$ cat src/rtl/gpio_irq_pkg.sv
package gpio_irq_pkg;

  typedef enum logic [2:0] {
    SEL_NONE,
    SEL_DATA,
    SEL_DIR,
    SEL_MODE,
    SEL_POL,
    SEL_ACK,
    SEL_EN,
    SEL_STAT
  } reg_sel_e;

endpackage

$ cat src/rtl/gpio_sync.sv
module gpio_sync #(
  parameter int WIDTH  = 8,
  parameter int STAGES = 2
) (
  input  logic             clk,
  input  logic             rst,
  input  logic [WIDTH-1:0] async_i,
  output logic [WIDTH-1:0] sync_o,
  output logic [WIDTH-1:0] prev_o
);

  localparam int LAST = STAGES - 1;

  logic [WIDTH-1:0] stg [STAGES];

  always_ff @(posedge clk) begin
    if (rst) stg[0] <= '0;
    else     stg[0] <= async_i;
  end

  for (genvar k = 1; k < STAGES; k++) begin : g_stage
    always_ff @(posedge clk) begin
      if (rst) stg[k] <= '0;
      else     stg[k] <= stg[k-1];
    end
  end

  always_ff @(posedge clk) begin
    if (rst) prev_o <= '0;
    else     prev_o <= stg[LAST];
  end

  assign sync_o = stg[LAST];

endmodule

$ cat src/rtl/gpio_regs.sv
module gpio_regs
  import gpio_irq_pkg::*;
#(
  parameter int          WIDTH    = 8,
  parameter int          ADDR_W   = 8,
  parameter logic [7:0]  OFS_DATA = 8'h00,
  parameter logic [7:0]  OFS_DIR  = 8'h10,
  parameter logic [7:0]  OFS_MODE = 8'h90,
  parameter logic [7:0]  OFS_POL  = 8'h94,
  parameter logic [7:0]  OFS_ACK  = 8'h98,
  parameter logic [7:0]  OFS_EN   = 8'h9C,
  parameter logic [7:0]  OFS_STAT = 8'hA0
) (
  input  logic              clk,
  input  logic              rst,
  input  logic [ADDR_W-1:0] bus_addr,
  input  logic              bus_wr,
  input  logic [WIDTH-1:0]  bus_wdata,
  output logic [WIDTH-1:0]  bus_rdata,
  input  logic [WIDTH-1:0]  pin_lvl_i,
  input  logic [WIDTH-1:0]  status_i,
  output logic [WIDTH-1:0]  data_o,
  output logic [WIDTH-1:0]  dir_o,
  output logic [WIDTH-1:0]  mode_o,
  output logic [WIDTH-1:0]  pol_o,
  output logic [WIDTH-1:0]  en_o,
  output logic [WIDTH-1:0]  ack_o
);

  reg_sel_e sel;

  always_comb begin
    sel = SEL_NONE;
    if      (bus_addr == ADDR_W'(OFS_DATA)) sel = SEL_DATA;
    else if (bus_addr == ADDR_W'(OFS_DIR))  sel = SEL_DIR;
    else if (bus_addr == ADDR_W'(OFS_MODE)) sel = SEL_MODE;
    else if (bus_addr == ADDR_W'(OFS_POL))  sel = SEL_POL;
    else if (bus_addr == ADDR_W'(OFS_ACK))  sel = SEL_ACK;
    else if (bus_addr == ADDR_W'(OFS_EN))   sel = SEL_EN;
    else if (bus_addr == ADDR_W'(OFS_STAT)) sel = SEL_STAT;
  end

  always_ff @(posedge clk) begin
    if (rst) begin
      data_o <= '0;
      dir_o  <= '0;
      mode_o <= '0;
      pol_o  <= '0;
      en_o   <= '0;
    end else if (bus_wr) begin
      case (sel)
        SEL_DATA: data_o <= bus_wdata;
        SEL_DIR:  dir_o  <= bus_wdata;
        SEL_MODE: mode_o <= bus_wdata;
        SEL_POL:  pol_o  <= bus_wdata;
        SEL_EN:   en_o   <= bus_wdata;
        default:  ;
      endcase
    end
  end

  assign ack_o = (bus_wr && sel == SEL_ACK) ? bus_wdata : '0;

  always_ff @(posedge clk) begin
    if (rst) begin
      bus_rdata <= '0;
    end else begin
      case (sel)
        SEL_DATA: bus_rdata <= pin_lvl_i;
        SEL_DIR:  bus_rdata <= dir_o;
        SEL_MODE: bus_rdata <= mode_o;
        SEL_POL:  bus_rdata <= pol_o;
        SEL_EN:   bus_rdata <= en_o;
        SEL_STAT: bus_rdata <= status_i;
        default:  bus_rdata <= '0;
      endcase
    end
  end

  p_dir_write_r2: assert property (@(posedge clk) disable iff (rst)
    (bus_wr && bus_addr == ADDR_W'(OFS_DIR)) |=> (dir_o == $past(bus_wdata)));

  p_enable_write_r8: assert property (@(posedge clk) disable iff (rst)
    (bus_wr && bus_addr == ADDR_W'(OFS_EN)) |=> (en_o == $past(bus_wdata)));

endmodule

$ cat src/rtl/gpio_irq_unit.sv
module gpio_irq_unit #(
  parameter int WIDTH = 8
) (
  input  logic             clk,
  input  logic             rst,
  input  logic [WIDTH-1:0] sync_i,
  input  logic [WIDTH-1:0] prev_i,
  input  logic [WIDTH-1:0] mode_i,
  input  logic [WIDTH-1:0] pol_i,
  input  logic [WIDTH-1:0] en_i,
  input  logic [WIDTH-1:0] ack_i,
  output logic [WIDTH-1:0] status_o,
  output logic [WIDTH-1:0] irq_line_o,
  output logic             irq_port_o
);

  logic [WIDTH-1:0] lat;

  for (genvar i = 0; i < WIDTH; i++) begin : g_line
    logic rise, fall, hit, lvl_match;

    assign rise      = sync_i[i] & ~prev_i[i];
    assign fall      = ~sync_i[i] & prev_i[i];
    assign hit       = en_i[i] & mode_i[i] & (pol_i[i] ? rise : fall);
    assign lvl_match = pol_i[i] ? sync_i[i] : ~sync_i[i];

    always_ff @(posedge clk) begin
      if (rst)             lat[i] <= 1'b0;
      else if (!mode_i[i]) lat[i] <= 1'b0;
      else                 lat[i] <= (lat[i] & ~ack_i[i]) | hit;
    end

    assign status_o[i] = en_i[i] & (mode_i[i] ? lat[i] : lvl_match);

    p_no_set_disabled_r8: assert property (@(posedge clk) disable iff (rst)
      $rose(lat[i]) |-> $past(en_i[i]));

    p_ack_clears_r7: assert property (@(posedge clk) disable iff (rst)
      (ack_i[i] && !hit) |=> !lat[i]);

    p_level_unlatched_r5: assert property (@(posedge clk) disable iff (rst)
      !mode_i[i] |=> !lat[i]);
  end

  always_ff @(posedge clk) begin
    if (rst) begin
      irq_line_o <= '0;
      irq_port_o <= 1'b0;
    end else begin
      irq_line_o <= status_o;
      irq_port_o <= |status_o;
    end
  end

endmodule

$ cat src/rtl/gpio_irq_port.sv
module gpio_irq_port #(
  parameter int WIDTH       = 8,
  parameter int ADDR_W      = 8,
  parameter int SYNC_STAGES = 2
) (
  input  logic              clk,
  input  logic              rst,
  input  logic [ADDR_W-1:0] bus_addr,
  input  logic              bus_wr,
  input  logic [WIDTH-1:0]  bus_wdata,
  output logic [WIDTH-1:0]  bus_rdata,
  input  logic [WIDTH-1:0]  pin_in,
  output logic [WIDTH-1:0]  pin_out,
  output logic [WIDTH-1:0]  pin_oe,
  output logic [WIDTH-1:0]  irq_line,
  output logic              irq_port
);

  logic [WIDTH-1:0] sync_lvl, prev_lvl;
  logic [WIDTH-1:0] mode_r, pol_r, en_r, ack_mask, status;

  gpio_sync #(.WIDTH(WIDTH), .STAGES(SYNC_STAGES)) u_sync (
    .clk     (clk),
    .rst     (rst),
    .async_i (pin_in),
    .sync_o  (sync_lvl),
    .prev_o  (prev_lvl)
  );

  gpio_regs #(.WIDTH(WIDTH), .ADDR_W(ADDR_W)) u_regs (
    .clk       (clk),
    .rst       (rst),
    .bus_addr  (bus_addr),
    .bus_wr    (bus_wr),
    .bus_wdata (bus_wdata),
    .bus_rdata (bus_rdata),
    .pin_lvl_i (sync_lvl),
    .status_i  (status),
    .data_o    (pin_out),
    .dir_o     (pin_oe),
    .mode_o    (mode_r),
    .pol_o     (pol_r),
    .en_o      (en_r),
    .ack_o     (ack_mask)
  );

  gpio_irq_unit #(.WIDTH(WIDTH)) u_irq (
    .clk        (clk),
    .rst        (rst),
    .sync_i     (sync_lvl),
    .prev_i     (prev_lvl),
    .mode_i     (mode_r),
    .pol_i      (pol_r),
    .en_i       (en_r),
    .ack_i      (ack_mask),
    .status_o   (status),
    .irq_line_o (irq_line),
    .irq_port_o (irq_port)
  );

  p_reset_quiet_r1: assert property (@(posedge clk)
    rst |=> (irq_port == 1'b0 && pin_oe == '0 && pin_out == '0));

  p_port_or_r10: assert property (@(posedge clk) disable iff (rst)
    irq_port == (|irq_line));

  p_line_gated_r8: assert property (@(posedge clk) disable iff (rst)
    $past(!en_r) |-> ((irq_line & ~$past(en_r)) == '0));

endmodule

$ cat config.mk
export PLATFORM = sky130hd
export DESIGN_NAME = gpio_irq_port
export DESIGN_NICKNAME = d
export VERILOG_FILES = /design/src/rtl/gpio_irq_pkg.sv /design/src/rtl/gpio_sync.sv /design/src/rtl/gpio_regs.sv /design/src/rtl/gpio_irq_unit.sv /design/src/rtl/gpio_irq_port.sv
export SDC_FILE = /design/constraint.sdc
export NUM_CORES = 1
export LEC_CHECK = 0
export ABC_AREA = 1
export BUFFER_PORTS_ARGS = -buffer_cell sky130_fd_sc_hd__buf_2
export CORE_MARGIN = 2
export CORE_UTILIZATION = 30
export CTS_CLUSTER_SIZE = 14
export DETAILED_ROUTE_END_ITERATION = 16
export HOLD_SLACK_MARGIN = 0.03
export PLACE_DENSITY_LB_ADDON = 0.25
export SLEW_MARGIN = 20
export SYNTH_ARGS = -nofsm -noshare
export SYNTH_HDL_FRONTEND = slang
export SYNTH_HIERARCHICAL = 1
export SYNTH_SLANG_ARGS = --single-unit
$ cat constraint.sdc
create_clock -name clk -period 2.52 [get_ports clk]
set_clock_uncertainty 0.2 [all_clocks]
set_input_delay 0.756 -clock clk [delete_from_list [all_inputs] [get_ports clk]]
set_output_delay 0.756 -clock clk [all_outputs]
set_load 0.01 [all_outputs]
==> impl_metrics.toml <==
[setup_path]
crit_required_ps = 2580
setup.worst_path.class = "in2reg"
cp.arrival_ps = 2190
path_max_fanout = 8
crit_path_end_kind = "register"
cp-start-kind = "primary input"
crit_path_start = "bus_addr[6]"
cpMostUsedCell = "nor2_1"
slowest_stage = "o211ai_2"
critical_path.cell_chain = "buf_2, inv_1, nand2_2, nor2_8, nand2_1, nand3_2, o211ai_2, nor2_1, nor2_1, a21oi_1, nor3_1"
r2r-start = "u_sync/stg[1][1]"
max_stage_delay_ps = 450

[synthesis]
syn-num-nets = 564
yosys_warnings = 6
ys_top_cells_by_area = "dfxtp_1, inv_1, nand2_1"
synth_top_area_cell = "dfxtp_1"
synth_top_area_share = 0.4586
syn_inst = 537
synth_area_per_cell_um2 = 7.235
yosysSeqAreaShare = 0.4586
ys_ff_latch = 89
syn_area_um2 = 3885
ys_types = 28

[power]
cellPowerDensity_nw_per_um2 = 635.5
p_sw_mw = 0.6491
leakage_nw = 2.134
p_int_mw = 2.339
max-vdd-ir-drop_uv = 231.2
pwr-share-clk = 0.476
switching_share = 0.2173
pwr-share-comb = 0.045
seq_power_share = 0.479

[clock_tree]
cts_tree = "built"
cts_num_sinks = 89
htree_levels = 3
ctsHoldBuffers = 0
cts_setup_buffers = 0
cts_resized = 0
cts_made_buffers = 9
clkLatencyLatePin_ps = 340
cts_root_buf = "clkbuf_16"
clk_pin_slew_worst_paths_ps = 60
cts_buffer_depth = 2

[finish]
diodes = 0
areaGrowthSynthToFinish_pct = 21.03
fillers = 1336
multi_input_area_um2 = 1585
nets = 630
fin_cells = 780
layout-drive-gt1-share = 0.1957
ff_latch_area_um2 = 1782

[drt]
vias = 3517
drc = 0
ant_nets = 0
drt_wl_total_um = 10040
vias_per_cell = 4.509
firstDrtPassIters = 5
drt_iter0_drc = 179
post_drt_wl_per_cell_um = 12.87

[flow_run]
max_cap_viol_count = 0

[timing]
drv_slew = 0
setup_tns_ps = 0
max_freq_mhz = 470.7
rsz0062_at_grt = "no"
timing_hold_violations_final = 0
setup_viol = 0
post-route-min-period_ps = 2125
final.period_utilization = 0.8431
tightest_slew_ps = 533.5
maxSlewHeadroom = 0.6433

[placement]
numPortBuffers = 59
place_inst = 764
dp_hpwl_um = 7069
gp_congestion = 0.8278

[global_routing]
grt_max_degree = 58
grt_pass1_wl_um = 16220
gr-total-overflow = 0
grt_antenna_before_repair = 0
grt_usage = 0.1471
grt_pass1_vias = 3486

[floorplanning]
die_x_um = 117.8
die_h_um = 117.8
row_count = 41
start_util = 0.3079
dieArea_um2 = 13880
ios = 60
core_area_um2 = 12620

[min_path]
min_path_type = "reg2reg"
hold_start = "u_sync/stg[0][3]"

[run_status]
status = "complete, no violations"
==> synthesized netlist by cell type, drive strengths merged <==
master    n
a21boi    8
dfxtp    89
nand2    86
a21oi    49
nand3    29
o21ai    61
nor3     16
inv     108
nand3b    1
nor2     70
buf      12
clkbuf    4
nand4     3
o211ai    1
==> layer usage <==
metal  track usage  vias up  wire length (um)
li1              -     1815                 -
met1        0.1683     1596              4569
met2        0.2515       79              4725
met3       0.04070       27               453
met4       0.07304        0               294
met5             0        -                 0
==> layout by cell type, fill, tap and decap left out <==
cell / n
a21boi_1: 2
a21boi_2: 6
a21oi_1: 49
buf_12: 1
buf_2: 59
buf_4: 11
bufinv_16: 2
clkbuf_1: 2
clkbuf_16: 9
clkinv_2: 2
dfxtp_1: 89
inv_1: 103
inv_2: 3
inv_4: 2
inv_6: 1
nand2_1: 75
nand2_2: 8
nand2_4: 3
nand3_1: 25
nand3_2: 4
nand3b_2: 1
nand4_1: 3
nor2_1: 65
nor2_2: 3
nor2_4: 1
nor2_8: 1
nor3_1: 15
nor3_2: 1
o211ai_2: 1
o21ai_0: 55
o21ai_1: 6
==> power by group through the flow <==
stage	Combinational (mW)	Clock, mW	Sequential, mW
6_report	0.133	1.42	1.43
5_1_grt	0.150	1.51	1.43
4_1_cts	0.134	1.46	1.43
3_5_place_dp	0.134	0	1.46
3_3_place_gp	0.131	0	1.46
2_1_floorplan	0.0785	0	1.46
==> cell families (layout without fill, tap and decap cells) <==
logic type      after synthesis  after routing  synth area share
simple gates                205            205            0.2419
buf+inv                     124            195            0.1333
compound gates              119            119            0.1662
flops                        89             89            0.4586
==> state kept, by name, summed over array words and instances, names as in the netlist <==
name and count:
u_irq/lat 8, u_regs/mode_o 8, u_sync/prev_o 8, u_regs/data_o 8, u_regs/pol_o 8, u_irq/irq_line_o 8, u_sync/stg 16, u_regs/dir_o 8
u_irq/irq_port_o 1, u_regs/en_o 8, u_regs/bus_rdata 8
==> per-stage QoR <==
stage	util	hold WS [ps]	cell area (um^2)	setup slack, ps	total power [mW]
final	0.3726	200.3	4702	395.4	2.988
after global routing	0.3726	216.8	4702	228.5	3.094
after CTS	0.3726	202.5	4702	388.4	3.022
after detailed placement	0.3479	193.5	4390	37.67	1.598
after global placement	0.3479	190.1	4390	138.0	1.595
after floorplan	-	188.3	3885	482.7	1.541
==> cell type report <==
cell class	instances	share of cell area
Sequential cell	89	0.3789
Inverter	108	0.08728
Tap cell	172	0.04577
Multi-Input combinational cell	324	0.3371
Timing Repair Buffer	71	0.08462
Clock inverter	5	0.01676
Clock buffer	11	0.04949
==> critical path, delay by kind of cell <==
family / cells / cell delay (ps)
buffers and inverters: 2 / 190
AND/OR/NAND/NOR: 7 / 740
AO/OA/AOI/OAI: 2 / 500
==> final timing paths <==
| kind | to | slack (ps) | depth (start not counted) |
|---|---|---|---|
| hold / removal | u_sync/stg[1][3] | 200 | 2 |
| setup reg to reg | u_regs/bus_rdata[1] | 1020 | 9 |
| hold reg to reg | u_sync/stg[1][3] | 200 | 2 |
| setup / recovery | u_irq/lat[2] | 400 | 11 |
Note: power is estimated with default switching activity, not from simulation.
